[src/rtl/filt_pkg.sv]
package filt_pkg;

    typedef enum logic [1:0] {
        ST_IDLE    = 2'd0,
        ST_GATHER  = 2'd1,
        ST_VERDICT = 2'd2
    } filt_state_e;

    localparam int MODE_W        = 3;
    localparam int MODE_PROMISC  = 0;
    localparam int MODE_BCAST    = 1;
    localparam int MODE_ALLMC    = 2;

    localparam int          CRC_W    = 32;
    localparam logic [31:0] CRC_POLY = 32'h04C1_1DB7;
    localparam logic [31:0] CRC_INIT = 32'hFFFF_FFFF;

endpackage

[src/rtl/filt_crc8.sv]
module filt_crc8
    import filt_pkg::*;
(
    input  logic [CRC_W-1:0] crc_in,
    input  logic [7:0]       din,
    output logic [CRC_W-1:0] crc_out
);

    always_comb begin
        logic [CRC_W-1:0] acc;
        logic             fb;
        acc = crc_in;
        for (int b = 0; b < 8; b++) begin
            fb  = acc[CRC_W-1] ^ din[b];
            acc = {acc[CRC_W-2:0], 1'b0};
            if (fb) begin
                acc = acc ^ CRC_POLY;
            end
        end
        crc_out = acc;
    end

endmodule

[src/rtl/filt_cfg_regs.sv]
module filt_cfg_regs
    import filt_pkg::*;
#(
    parameter int REG_W      = 32,
    parameter int HASH_BITS  = 6,
    parameter int ADDR_BYTES = 6,
    parameter int CFG_AW     = 4
) (
    input  logic                      clk,
    input  logic                      rst_n,
    input  logic                      we,
    input  logic [CFG_AW-1:0]         addr,
    input  logic [REG_W-1:0]          wdata,
    output logic [(1<<HASH_BITS)-1:0] hash_tbl,
    output logic [MODE_W-1:0]         mode,
    output logic [8*ADDR_BYTES-1:0]   station
);

    localparam int TBL_W      = 1 << HASH_BITS;
    localparam int HASH_WORDS = TBL_W / REG_W;
    localparam int MODE_ADDR  = HASH_WORDS;
    localparam int STA_BASE   = HASH_WORDS + 1;

    logic [REG_W-1:0]  hash_w [HASH_WORDS];
    logic [7:0]        sta_b  [ADDR_BYTES];
    logic [MODE_W-1:0] mode_q;

    for (genvar w = 0; w < HASH_WORDS; w++) begin : g_hash
        always_ff @(posedge clk or negedge rst_n) begin
            if (!rst_n) begin
                hash_w[w] <= '0;
            end else if (we && addr == CFG_AW'(w)) begin
                hash_w[w] <= wdata;
            end
        end
        assign hash_tbl[w*REG_W +: REG_W] = hash_w[w];
    end

    for (genvar k = 0; k < ADDR_BYTES; k++) begin : g_sta
        always_ff @(posedge clk or negedge rst_n) begin
            if (!rst_n) begin
                sta_b[k] <= '0;
            end else if (we && addr == CFG_AW'(STA_BASE + k)) begin
                sta_b[k] <= wdata[7:0];
            end
        end
        assign station[8*k +: 8] = sta_b[k];
    end

    always_ff @(posedge clk or negedge rst_n) begin
        if (!rst_n) begin
            mode_q <= '0;
        end else if (we && addr == CFG_AW'(MODE_ADDR)) begin
            mode_q <= wdata[MODE_W-1:0];
        end
    end

    assign mode = mode_q;

endmodule

[src/rtl/filt_verdict.sv]
module filt_verdict
    import filt_pkg::*;
#(
    parameter int HASH_BITS  = 6,
    parameter int ADDR_BYTES = 6
) (
    input  logic [8*ADDR_BYTES-1:0]   dst,
    input  logic [HASH_BITS-1:0]      crc_top,
    input  logic [(1<<HASH_BITS)-1:0] hash_tbl,
    input  logic [MODE_W-1:0]         mode,
    input  logic [8*ADDR_BYTES-1:0]   station,
    output logic                      accept_raw,
    output logic [HASH_BITS-1:0]      idx
);

    localparam int TBL_W = 1 << HASH_BITS;

    logic             is_bcast;
    logic             is_mc;
    logic             force_all;
    logic             mc_en;
    logic [TBL_W-1:0] tbl_eff;
    logic             hit;

    always_comb begin
        idx       = ~crc_top;
        is_bcast  = &dst;
        is_mc     = dst[0];
        force_all = mode[MODE_ALLMC] | mode[MODE_PROMISC];
        mc_en     = force_all | (|hash_tbl);
        tbl_eff   = force_all ? {TBL_W{1'b1}} : hash_tbl;
        hit       = tbl_eff[idx];
        if (is_bcast) begin
            accept_raw = mode[MODE_BCAST];
        end else if (is_mc) begin
            accept_raw = mc_en & hit;
        end else begin
            accept_raw = mode[MODE_PROMISC] | (dst == station);
        end
    end

endmodule

[src/rtl/eth_mcast_filter.sv]
module eth_mcast_filter
    import filt_pkg::*;
#(
    parameter int REG_W      = 32,
    parameter int HASH_BITS  = 6,
    parameter int ADDR_BYTES = 6,
    parameter int CFG_AW     = 4
) (
    input  logic                 clk,
    input  logic                 rst_n,
    input  logic                 cfg_we,
    input  logic [CFG_AW-1:0]    cfg_addr,
    input  logic [REG_W-1:0]     cfg_wdata,
    input  logic                 rx_valid,
    input  logic                 rx_first,
    input  logic [7:0]           rx_byte,
    output logic                 dec_valid,
    output logic                 dec_accept,
    output logic [HASH_BITS-1:0] dec_index
);

    localparam int TBL_W  = 1 << HASH_BITS;
    localparam int DST_W  = 8 * ADDR_BYTES;
    localparam int CNT_W  = $clog2(ADDR_BYTES + 1);
    localparam logic [CNT_W-1:0] LAST_HELD = CNT_W'(ADDR_BYTES - 1);

    filt_state_e       state_q, state_d;
    logic [CNT_W-1:0]  cnt_q;
    logic [DST_W-1:0]  dst_q;
    logic [CRC_W-1:0]  crc_q;
    logic [CRC_W-1:0]  crc_seed;
    logic [CRC_W-1:0]  crc_next;
    logic              take_first;
    logic              take_more;

    logic [TBL_W-1:0]  hash_tbl;
    logic [MODE_W-1:0] mode;
    logic [DST_W-1:0]  station;
    logic              accept_raw;
    logic [HASH_BITS-1:0] idx;

    filt_cfg_regs #(
        .REG_W(REG_W), .HASH_BITS(HASH_BITS),
        .ADDR_BYTES(ADDR_BYTES), .CFG_AW(CFG_AW)
    ) u_regs (
        .clk(clk), .rst_n(rst_n), .we(cfg_we), .addr(cfg_addr),
        .wdata(cfg_wdata), .hash_tbl(hash_tbl), .mode(mode),
        .station(station)
    );

    assign take_first = rx_valid & rx_first;
    assign take_more  = rx_valid & ~rx_first & (state_q == ST_GATHER);
    assign crc_seed   = take_first ? CRC_INIT : crc_q;

    filt_crc8 u_crc (
        .crc_in(crc_seed), .din(rx_byte), .crc_out(crc_next)
    );

    // next-state logic
    always_comb begin
        state_d = state_q;
        unique case (state_q)
            ST_IDLE: begin
                if (take_first) state_d = ST_GATHER;
            end
            ST_GATHER: begin
                if (take_first) begin
                    state_d = ST_GATHER;
                end else if (take_more && cnt_q == LAST_HELD) begin
                    state_d = ST_VERDICT;
                end
            end
            ST_VERDICT: begin
                state_d = take_first ? ST_GATHER : ST_IDLE;
            end
            default: state_d = ST_IDLE;
        endcase
    end

    // state register
    always_ff @(posedge clk or negedge rst_n) begin
        if (!rst_n) state_q <= ST_IDLE;
        else        state_q <= state_d;
    end

    // byte capture and CRC accumulation
    always_ff @(posedge clk or negedge rst_n) begin
        if (!rst_n) begin
            cnt_q <= '0;
            dst_q <= '0;
            crc_q <= CRC_INIT;
        end else if (take_first) begin
            cnt_q      <= CNT_W'(1);
            dst_q      <= '0;
            dst_q[7:0] <= rx_byte;
            crc_q      <= crc_next;
        end else if (take_more) begin
            cnt_q                      <= cnt_q + CNT_W'(1);
            dst_q[8*int'(cnt_q) +: 8]  <= rx_byte;
            crc_q                      <= crc_next;
        end
    end

    filt_verdict #(
        .HASH_BITS(HASH_BITS), .ADDR_BYTES(ADDR_BYTES)
    ) u_verdict (
        .dst(dst_q), .crc_top(crc_q[CRC_W-1 -: HASH_BITS]),
        .hash_tbl(hash_tbl), .mode(mode), .station(station),
        .accept_raw(accept_raw), .idx(idx)
    );

    // outputs
    always_comb begin
        dec_valid  = (state_q == ST_VERDICT);
        dec_accept = dec_valid & accept_raw;
        dec_index  = idx;
    end

endmodule

[config.mk]
export PLATFORM = sky130hd
export DESIGN_NAME = eth_mcast_filter
export DESIGN_NICKNAME = d
export VERILOG_FILES = /design/src/rtl/filt_pkg.sv /design/src/rtl/filt_crc8.sv /design/src/rtl/filt_cfg_regs.sv /design/src/rtl/filt_verdict.sv /design/src/rtl/eth_mcast_filter.sv
export SDC_FILE = /design/constraint.sdc
export NUM_CORES = 1
export LEC_CHECK = 0
export BUFFER_PORTS_ARGS = -buffer_cell sky130_fd_sc_hd__buf_2
export CORE_ASPECT_RATIO = 0.7
export CORE_MARGIN = 2
export CORE_UTILIZATION = 39
export DETAILED_ROUTE_END_ITERATION = 8
export GPL_ROUTABILITY_DRIVEN = 0
export GPL_TIMING_DRIVEN = 0
export HOLD_SLACK_MARGIN = 0.15
export SETUP_SLACK_MARGIN = 0.2
export SYNTH_ARGS = -nofsm -noshare
export SYNTH_HDL_FRONTEND = slang
export SYNTH_SLANG_ARGS = --single-unit
[constraint.sdc]
create_clock -name clk -period 2.8 [get_ports clk]
set_input_delay 0.14 -clock clk [delete_from_list [all_inputs] [get_ports clk]]
set_output_delay 0.14 -clock clk [all_outputs]
set_load 0.05 [all_outputs]
# After elaboration in Yosys (flattened, before gate mapping)
# Cells that the tools add are included.
# word_totals
register_bits	200
input_bits	49
out_inout_bits	8
elab_cells	100
# op_classes
n_addsub	2
order_cmp	1
eq_ne	14
shifts	2
mux	26
bitwise	26
reduce_logical	16
# ops
cell	count
$mux W27	8
$not A14 Y14	8
$mux W32	3
$mux W48	2
$mux W64	1
$reduce_or A64 Y1	1
$bwmux W48	1
$eq A48 B48 Y1	1
$reduce_and A48 Y1	1
$shift A8 B33 Y48 const A	1
$shiftx A8 B33 Y48	1
$neg A6 Y33	1
$eq A4 B3 Y1 const B	4
$logic_and A1 B1 Y1	10
$eq A4 B2 Y1 const B	2
$xor A1 B1 Y1	8
$lt A6 B7 Y1 const B	1
$bmux W1 S6	1
$mux W2	3
$mux W3	2
$not A6 Y6	1
$pmux W2 S3	1
$and A1 B1 Y1	5
$eq A4 B1 Y1 const B	1
other kinds (14)	19

# Logic depth before layout (Yosys ltp)
# Gate-level depths: netlist of run 1.
# depth
ltp_word	20
ltp_mapped	11
depth_no_buf	8

# Hierarchy
# From an unflattened synthesis of run 1, not the netlist that was laid out.
# hier_totals
cells_unflattened	760
hier_area_um2	10468.8
# modules_own_cells
mod	n_inst	cells_per_inst	area_per_inst_um2	seq_area_each_um2
filt_cfg_regs	1	252	4439.3	2877.8
eth_mcast_filter	1	278	3722.3	2167.1
filt_verdict	1	167	1317.5	0.0
filt_crc8	1	63	989.7	0.0

# Worst setup path before layout of run 1
# No wires, ideal clock.
# synth_timing
path_kind	register -> output
from	reg crc_q[28]
to	out dec_accept
t_arrival_ns	2.714
t_required_ns	2.660
setup_slack_ns	-0.054
path_stages_with_launch	9
path_buffers	2
path_cell_list	dfstp_2 > buf_2 > buf_1 > inv_1 > mux2i_1 > mux2_2 > o22ai_1 > o21ai_0 > a21oi_1
# synth_via
elab_chain_cells	7
# synth_rtl
item	line_no	text
start: declaration	eth_mcast_filter.sv:30	logic [CRC_W-1:0] crc_q;
start signal: assignment	eth_mcast_filter.sv:96	crc_q <= crc_next;
start signal: assignment	eth_mcast_filter.sv:100	crc_q <= crc_next;
$not A6 Y6	filt_verdict.sv:26	idx = ~crc_top;
named net dec_index[2]	eth_mcast_filter.sv:19	output logic [HASH_BITS-1:0] dec_index
$bmux W1 S6	filt_verdict.sv:32	hit = tbl_eff[idx];
$mux W1 (implied by the code)	filt_verdict.sv:32	
$and A1 B1 Y1	filt_verdict.sv:36	accept_raw = mc_en & hit;
$mux W1	filt_verdict.sv:35	end else if (is_mc) begin
$mux W1	filt_verdict.sv:33	if (is_bcast) begin
$and A1 B1 Y1	eth_mcast_filter.sv:115	dec_accept = dec_valid & accept_raw;
end: declaration	eth_mcast_filter.sv:18	output logic dec_accept,
# The timed path passes the listed nets, and every way through them passes these cells. The select of a mux whose other input is x is not followed.

# Worst setup path after layout of run 1
# layout_timing
from	reg crc_q[26]
to	out dec_accept
# layout_via
elab_chain_cells	7
# layout_rtl
item	line_no
$not A6 Y6	filt_verdict.sv:26
$bmux W1 S6	filt_verdict.sv:32
$mux W1 (implied by the code)	filt_verdict.sv:32
$and A1 B1 Y1	filt_verdict.sv:36
$mux W1	filt_verdict.sv:35
$mux W1	filt_verdict.sv:33
$and A1 B1 Y1	eth_mcast_filter.sv:115
# No other way between the ends. The select of a mux whose other input is x is not followed.

==> flow_summary.json, run 1 <==
{
  "pre_cts_slack_ns": -0.262,
  "grt_pass1_vias": 7490,
  "crit_slowest_cell": "dfstp_2",
  "top_usage_layer": "met1",
  "core_area_um2": 25800,
  "num_rows": 49,
  "postLayoutCoreUtil": 0.475,
  "cts_buffers": 17,
  "fin_ws_ns": 0.0422,
  "die_w_um": 198,
  "synth_edf_count": 0,
  "vias_per_cell": 5.57,
  "fin_nets": 1069,
  "power.share.sequential": 0.356,
  "clock_sinks": 200,
  "clkPwrFrac": 0.207,
  "critPathArrivalTime_ns": 2.62,
  "worstMarginPinSlew_ns": 0.892,
  "ys_warn_count": 0,
  "antenna_found_initial": 0,
  "hold_viol": 0,
  "critPathKind": "register to primary output",
  "p_sw_mw": 4.96,
  "crit_path_cell_trace": "buf_12, mux4_2, mux2i_2, mux2_4, o22ai_2, o21ai_2, a21oi_2, buf_6",
  "path_buf_inv": 2,
  "rsz0062_at_grt": "yes",
  "yosysMostFrequentCell": "dfrtp_1",
  "fmax_mhz": 363,
  "synth_area_um2": 10300,
  "clockRootBuffer": "clkbuf_16",
  "insertedDiodeCount": 0,
  "clockBufferDepth": 2,
  "place_area_um2": 11000,
  "routedWlPerCell_um": 21.2,
  "p_comb_frac": 0.436,
  "synth.avg_cell_area_um2": 11.4,
  "cap_violations": 0,
  "portBuffers": 46,
  "synth_top_area_frac": 0.409,
  "end_kind": "primary output",
  "p_per_area_nw_per_um2": 1030,
  "syn-num-nets": 956,
  "required_ns": 2.66,
  "ys.flop_type": "dfrtp_1",
  "post-synth-top-area-cell": "dfrtp_1",
  "insertion_delay_ns": 0.45,
  "worst_path_largest_cell_delay_ns": 0.59,
  "finClkSkew_ns": 0.00736,
  "fin_crit_ns": 2.76,
  "cp_max_fo": 5,
  "cts_htree_levels": 4,
  "synth_common_cells": "dfrtp_1 (168), mux2_2 (121), nand2_1 (65), a21oi_1 (55), xor2_1 (55)",
  "dieArea_um2": 27700,
  "yosys-top-cells-area": "dfrtp_1 (41%), mux2_2 (13%), dfstp_2 (8.2%)",
  "grt_pass1_wl_mm": 45.3,
  "grtUsageMet2": 0.288,
  "synthCells": 901,
  "use_met1": 0.354,
  "setup_viol_count_final": 0,
  "vias": 7706,
  "relSlewSlack": 0.402,
  "swShare": 0.393,
  "synth.distinct_cells": 66,
  "timing.final.crit_share": 0.985,
  "die_y_um": 140,
  "p_int_mw": 7.65,
  "async_reset_ff_frac": 1.00,
  "track_usage": 0.218,
  "ir_drop_mv": 0.560,
  "regToRegSetupSlack_ns": 0.30,
  "wirelength_mm": 29.4,
  "final_area_um2": 12300,
  "gr-usage-met3": 0.0509,
  "cp_top_family": "multiplexers",
  "status": "finished, final reports clean",
  "p_total_mw": 12.6,
  "drtIter0Drc": 670,
  "power_leakage_nw": 5.28,
  "grt_overflow_total": 0,
  "cp-start-kind": "register",
  "area_growth_syn_to_layout_pct": 19.2,
  "hold_path_class": "primary input to register",
  "clk_pin_slew_worst_paths_ns": 0.08,
  "ant_nets": 0,
  "grt_max_degree": 112,
  "start_util": 0.399,
  "seq_area_frac_synth": 0.490,
  "drc": 0,
  "dr.pass1.iters": 5,
  "drv_slew": 0,
  "place_hpwl_mm": 20.3,
  "final_layout_size_suffix_gt1_frac": 0.306,
  "setup_tns_ns": 0,
  "io_pins": 57,
  "synth-seq-cells": 200,
  "cts_tree": "done"
}
timing repair:
action                                  4_1_cts  5_1_grt
setup buffers                                 5        3
endpoints found under the setup margin       48       46
pin swaps                                     3        4
cloned                                        0        1
hold buffers                                 37        1
endpoints found under the hold margin       194        2
gates resized for setup                      38       14
path summary, 6_finish.rpt:
check	from	to	cells after the start
worst min-delay path	cfg_wdata[1]	u_regs.station[41]$_DFFE_PN0P_	2
worst min register to register	state_q[1]$_DFFE_PN0P_	state_q[0]$_DFFE_PN0P_	1
max in group asynchronous	rst_n	crc_q[29]$_DFFE_PN1P_	3
min in group asynchronous	rst_n	u_regs.hash_tbl[29]$_DFFE_PN0P_	2
worst max register to register	cnt_q[0]$_DFFE_PN0P_	dst_q[31]$_DFFE_PN0P_	9
worst max-delay path	crc_q[26]$_DFFE_PN1P_	dec_accept	8
cell families (layout without fill, tap and decap cells):
| family | count (synthesis) | in the layout | synth area share |
|---|---|---|---|
| XOR/XNOR | 97 | 97 | 0.0939 |
| AO/OA/AOI/OAI | 160 | 160 | 0.102 |
| AND/OR/NAND/NOR | 211 | 211 | 0.104 |
| adder cells (fa/ha/maj) | 6 | 6 | 0.00730 |
| buffers and inverters | 78 | 204 | 0.0330 |
| flip-flops | 200 | 200 | 0.490 |
| multiplexers | 149 | 149 | 0.169 |
layer usage:
layer / routed length, µm / vias up / part of all wire
met4: 290 / 0 / 0.0099
met2: 11700 / 241 / 0.40
li1: - / 3467 / -
met1: 15400 / 3969 / 0.52
met3: 1950 / 29 / 0.066
met5: 0 / - / 0
power groups by stage:
stage	registers [mW]	logic (mW)	clock network, mW
3_3_place_gp	4.49	4.94	0
4_1_cts	4.46	5.31	2.65
2_1_floorplan	4.26	3.94	0
5_1_grt	4.59	5.92	2.76
6_report	4.50	5.50	2.61
3_5_place_dp	4.51	5.00	0
flip-flops by register name (all words and copies together) (netlist names):
| name | flops |
|---|---|
| u_regs.station | 48 |
| dst_q | 48 |
| cnt_q | 3 |
| state_q | 2 |
| crc_q | 32 |
| u_regs.mode | 3 |
| u_regs.hash_tbl | 64 |
final cells by class:
type | count | area (µm²)
fillers | 2371 | 13600
flip-flops and latches | 200 | 5040
multi-input cells | 623 | 4980
repair buffers | 94 | 739
well taps | 357 | 447
clock buffers | 18 | 439
plain buffers | 55 | 335
clock inverters | 14 | 178
inverters | 23 | 90.1
placed cells by master (no fill, tap or decap), types with 4 or more instances in the layout:
| master | instances |
|---|---|
| buf_6 | 6 |
| a22o_1 | 15 |
| nand2_1 | 65 |
| mux2i_1 | 18 |
| mux2_2 | 120 |
| nor2_1 | 43 |
| xnor2_2 | 7 |
| nand4_1 | 30 |
| clkbuf_16 | 18 |
| nand3b_1 | 4 |
| a22oi_1 | 15 |
| nand3_1 | 10 |
| a31oi_1 | 4 |
| o22ai_1 | 16 |
| nor3_1 | 11 |
| buf_4 | 13 |
| a21oi_1 | 53 |
| a21oi_2 | 5 |
| clkbuf_1 | 21 |
| o21ai_0 | 26 |
| xor2_1 | 55 |
| ha_1 | 6 |
| dfrtp_1 | 168 |
| buf_1 | 6 |
| dfstp_2 | 32 |
| mux4_2 | 8 |
| dlygate4sd3_1 | 38 |
| clkbuf_2 | 4 |
| and3_1 | 4 |
| inv_1 | 22 |
| o22a_1 | 4 |
| buf_2 | 54 |
| nor4_1 | 13 |
| xnor2_1 | 30 |
stage by stage:
stage | hold WS [ns] | instances
after floorplan | -0.156 | 901
after global placement | 0.391 | 1304
after detailed placement | 0.199 | 1305
after CTS | 0.151 | 1379
after global routing | 0.170 | 1384
final | 0.146 | 1384
Power figures use the tool's default switching activity.
==> run 2, diff against run 1 <==
--- a/config.mk
+++ b/config.mk
@@ -16,4 +16,5 @@
 export SETUP_SLACK_MARGIN = 0.2
 export SYNTH_ARGS = -nofsm -noshare
 export SYNTH_HDL_FRONTEND = slang
+export SYNTH_HIERARCHICAL = 1
 export SYNTH_SLANG_ARGS = --single-unit
==> flow_summary.json, run 2 <==
{
  "area_growth_syn_to_layout_pct": 20.6,
  "post-synth-top-area-cell": "dfrtp_1",
  "final_cell_mix": "dfrtp_1 (168), mux2_2 (136), buf_2 (61)",
  "synth_compound_area_frac": 0.0758,
  "violations": "setup timing",
  "clk_pin_slew_worst_paths_ns": 0.07,
  "hold_path_class": "primary input to register",
  "finClkSkew_ns": 0.00735,
  "antenna_found_initial": 0,
  "portBuffers": 55,
  "yosysMostFrequentCell": "dfrtp_1",
  "ys.flop_type": "dfrtp_1",
  "worstMarginPinSlew_ns": 0.760,
  "final_area_um2": 12600,
  "cts_htree_levels": 4,
  "required_ns": 2.66,
  "insertedDiodeCount": 0,
  "vias_per_cell": 5.33,
  "track_usage": 0.197,
  "synthCells": 760,
  "async_reset_ff_frac": 1.00,
  "insertion_delay_ns": 0.46,
  "grt_max_degree": 119,
  "clockBufferDepth": 2,
  "synth_area_um2": 10500,
  "wirelength_mm": 26.1,
  "hold_start": "cfg_addr[0]",
  "relSlewSlack": 0.491,
  "core_area_um2": 26600,
  "fmax_mhz": 300,
  "yosys-top-cells-area": "dfrtp_1 (40%), mux2_2 (15%), dfstp_2 (8.0%)",
  "crit_top_cell": "mux4_2",
  "fin_nets": 944,
  "synth-seq-cells": 200,
  "p_per_area_nw_per_um2": 1070,
  "r2r_start": "cnt_q[0]$_DFFE_PN0P_",
  "synth_common_cells": "dfrtp_1 (168), mux2_2 (136), nand2b_1 (41), a22o_1 (39), xor2_1 (34)",
  "grt_overflow_total": 0,
  "drv_slew": 0,
  "postLayoutCoreUtil": 0.475,
  "io_pins": 57,
  "cp-start-kind": "register",
  "fillerInstances": 2353,
  "synthXorXnorAreaFrac": 0.118,
  "fin_crit_ns": 3.33,
  "critPathArrivalTime_ns": 3.19,
  "pre_cts_slack_ns": -0.466,
  "wl_met1_mm": 13.2,
  "clockRootBuffer": "clkbuf_16",
  "cp_max_fo": 6,
  "status": "finished, violations left",
  "synth.area.mux_share": 0.197,
  "die_y_um": 141,
  "die_w_um": 200,
  "seq_area_frac_synth": 0.482,
  "end_kind": "primary output",
  "setup_viol_count_final": 1,
  "wl_met3_mm": 1.47,
  "grt_pass1_wl_mm": 41.3,
  "vias": 6739,
  "drc": 0,
  "ant_nets": 0,
  "final_common_cell": "dfrtp_1",
  "hold-worst-slack_ns": 0.207,
  "hold_viol": 0,
  "cap_violations": 0,
  "synth_edf_count": 0,
  "rsz0062_at_grt": "yes",
  "clock_sinks": 200,
  "dr.pass1.iters": 4,
  "synth.distinct_cells": 72,
  "largest_register_ffs": 64,
  "fin_ws_ns": -0.532,
  "drtIter0Drc": 578,
  "crit_path_cell_trace": "buf_12, mux4_2, mux4_2, clkinv_1, o221ai_4, a2111oi_4, nor2_2, and2_4, buf_8",
  "start_util": 0.394,
  "place_hpwl_mm": 18.0,
  "p_total_mw": 13.5,
  "ys_warn_count": 6,
  "synth_top_family_by_area": "multiplexers",
  "power_leakage_nw": 5.56,
  "ir_drop_mv": 0.720,
  "crit_slowest_cell": "dfstp_2",
  "min_to": "u_regs/hash_tbl[63]$_DFFE_PN0P_",
  "synthSimpleGateAreaFrac": 0.0881,
  "grt_pass1_vias": 6870,
  "critPathKind": "register to primary output",
  "cts_buffers": 17,
  "worst_path_largest_cell_delay_ns": 0.56,
  "hold_depth": 3,
  "synth_top_area_frac": 0.402,
  "timing.final.crit_share": 1.19,
  "routed-wl-met2_mm": 11.1,
  "synth.avg_cell_area_um2": 13.8,
  "regToRegSetupSlack_ns": 0.28,
  "highest_layer": "met4",
  "cts_tree": "done",
  "final_layout_size_suffix_gt1_frac": 0.400,
  "seqCellArea_um2": 5040,
  "multiInputGateArea_um2": 5260,
  "routedWlPerCell_um": 20.6,
  "synthAdderAreaFrac": 0.00837,
  "place_area_um2": 11200,
  "dieArea_um2": 28200,
  "r2r_cells": 8,
  "num_rows": 50,
  "syn-num-nets": 816,
  "rr_endpoint": "dst_q[3]$_DFFE_PN0P_"
}
[run 2: changes by cell type after synthesis, moves of 19 or more]
cell | previous run | this run
a21oi_1 | 55 | 6
a22o_1 | 15 | 39
clkbuf_1 | 27 | 8
nand2_1 | 65 | 19
nand2b_1 | 2 | 41
nor2_1 | 44 | 4
o21ai_0 | 27 | 3
xor2_1 | 55 | 34
[run 2: timing repair]
item,CTS,global route
hold buffers,44,0
gates resized for setup,39,10
cloned,2,0
setup endpoints to repair,38,43
setup buffers,2,5
pin swaps,13,9
hold endpoints to repair,241,0
[run 2: per-stage QoR]
step	TNS, ns	std cells
final	-0.532	1265
after global placement	-347.37	1179
after CTS	-0.529	1260
after detailed placement	-6.44	1180
after global routing	-0.625	1265
after floorplan	0	760
[run 2: per-layer routing]
metal / vias up / GRT usage
met3: 20 / 0.0431
met5: - / 0
met2: 188 / 0.280
li1: 3061 / -
met1: 3470 / 0.303
met4: 0 / 0.0538
[run 2: worst max-delay path by stage]
stage,startpoint,slack [ns],cells after the start,endpoint
after detailed placement,rx_valid,-0.47,9,crc_q[13]$_DFFE_PN1P_
after global placement,rst_n,-1.94,1,u_regs/hash_tbl[27]$_DFFE_PN0P_
after global routing,crc_q[26]$_DFFE_PN1P_,-0.63,11,dec_accept
after floorplan,crc_q[26]$_DFFE_PN1P_,0.24,11,dec_accept
after CTS,crc_q[26]$_DFFE_PN1P_,-0.53,11,dec_accept
final,crc_q[26]$_DFFE_PN1P_,-0.53,9,dec_accept
[run 2: cell families after synthesis]
logic type               Yosys count
AND/OR/NAND/NOR                  139
buffers and inverters             63
multiplexers                     167
flip-flops                       200
adder cells (fa/ha/maj)            7
XOR/XNOR                          90
AO/OA/AOI/OAI                     94
[run 2: cell type report]
cell class              instances  share of cell area
repair buffers                109              0.0700
well taps                     364              0.0361
multi-input cells             497               0.416
inverters                      35              0.0107
flip-flops and latches        200               0.400
plain buffers                  28              0.0182
clock inverters                13              0.0132
clock buffers                  19              0.0359
[run 2: critical path: cells and delay by family (launching register included)]
family	cells	cell delay, ns
flops	1	0.56
simple gates	2	0.28
mux	2	1.00
compound gates	2	0.52
buf+inv	3	0.37
[run 2: report_power, final]
group          switching, mW  internal (mW)  leakage (nW)
registers              0.641           3.89          2.46
logic                   2.79           3.50          2.81
clock network           1.16           1.46         0.296
total                   4.59           8.86          5.56
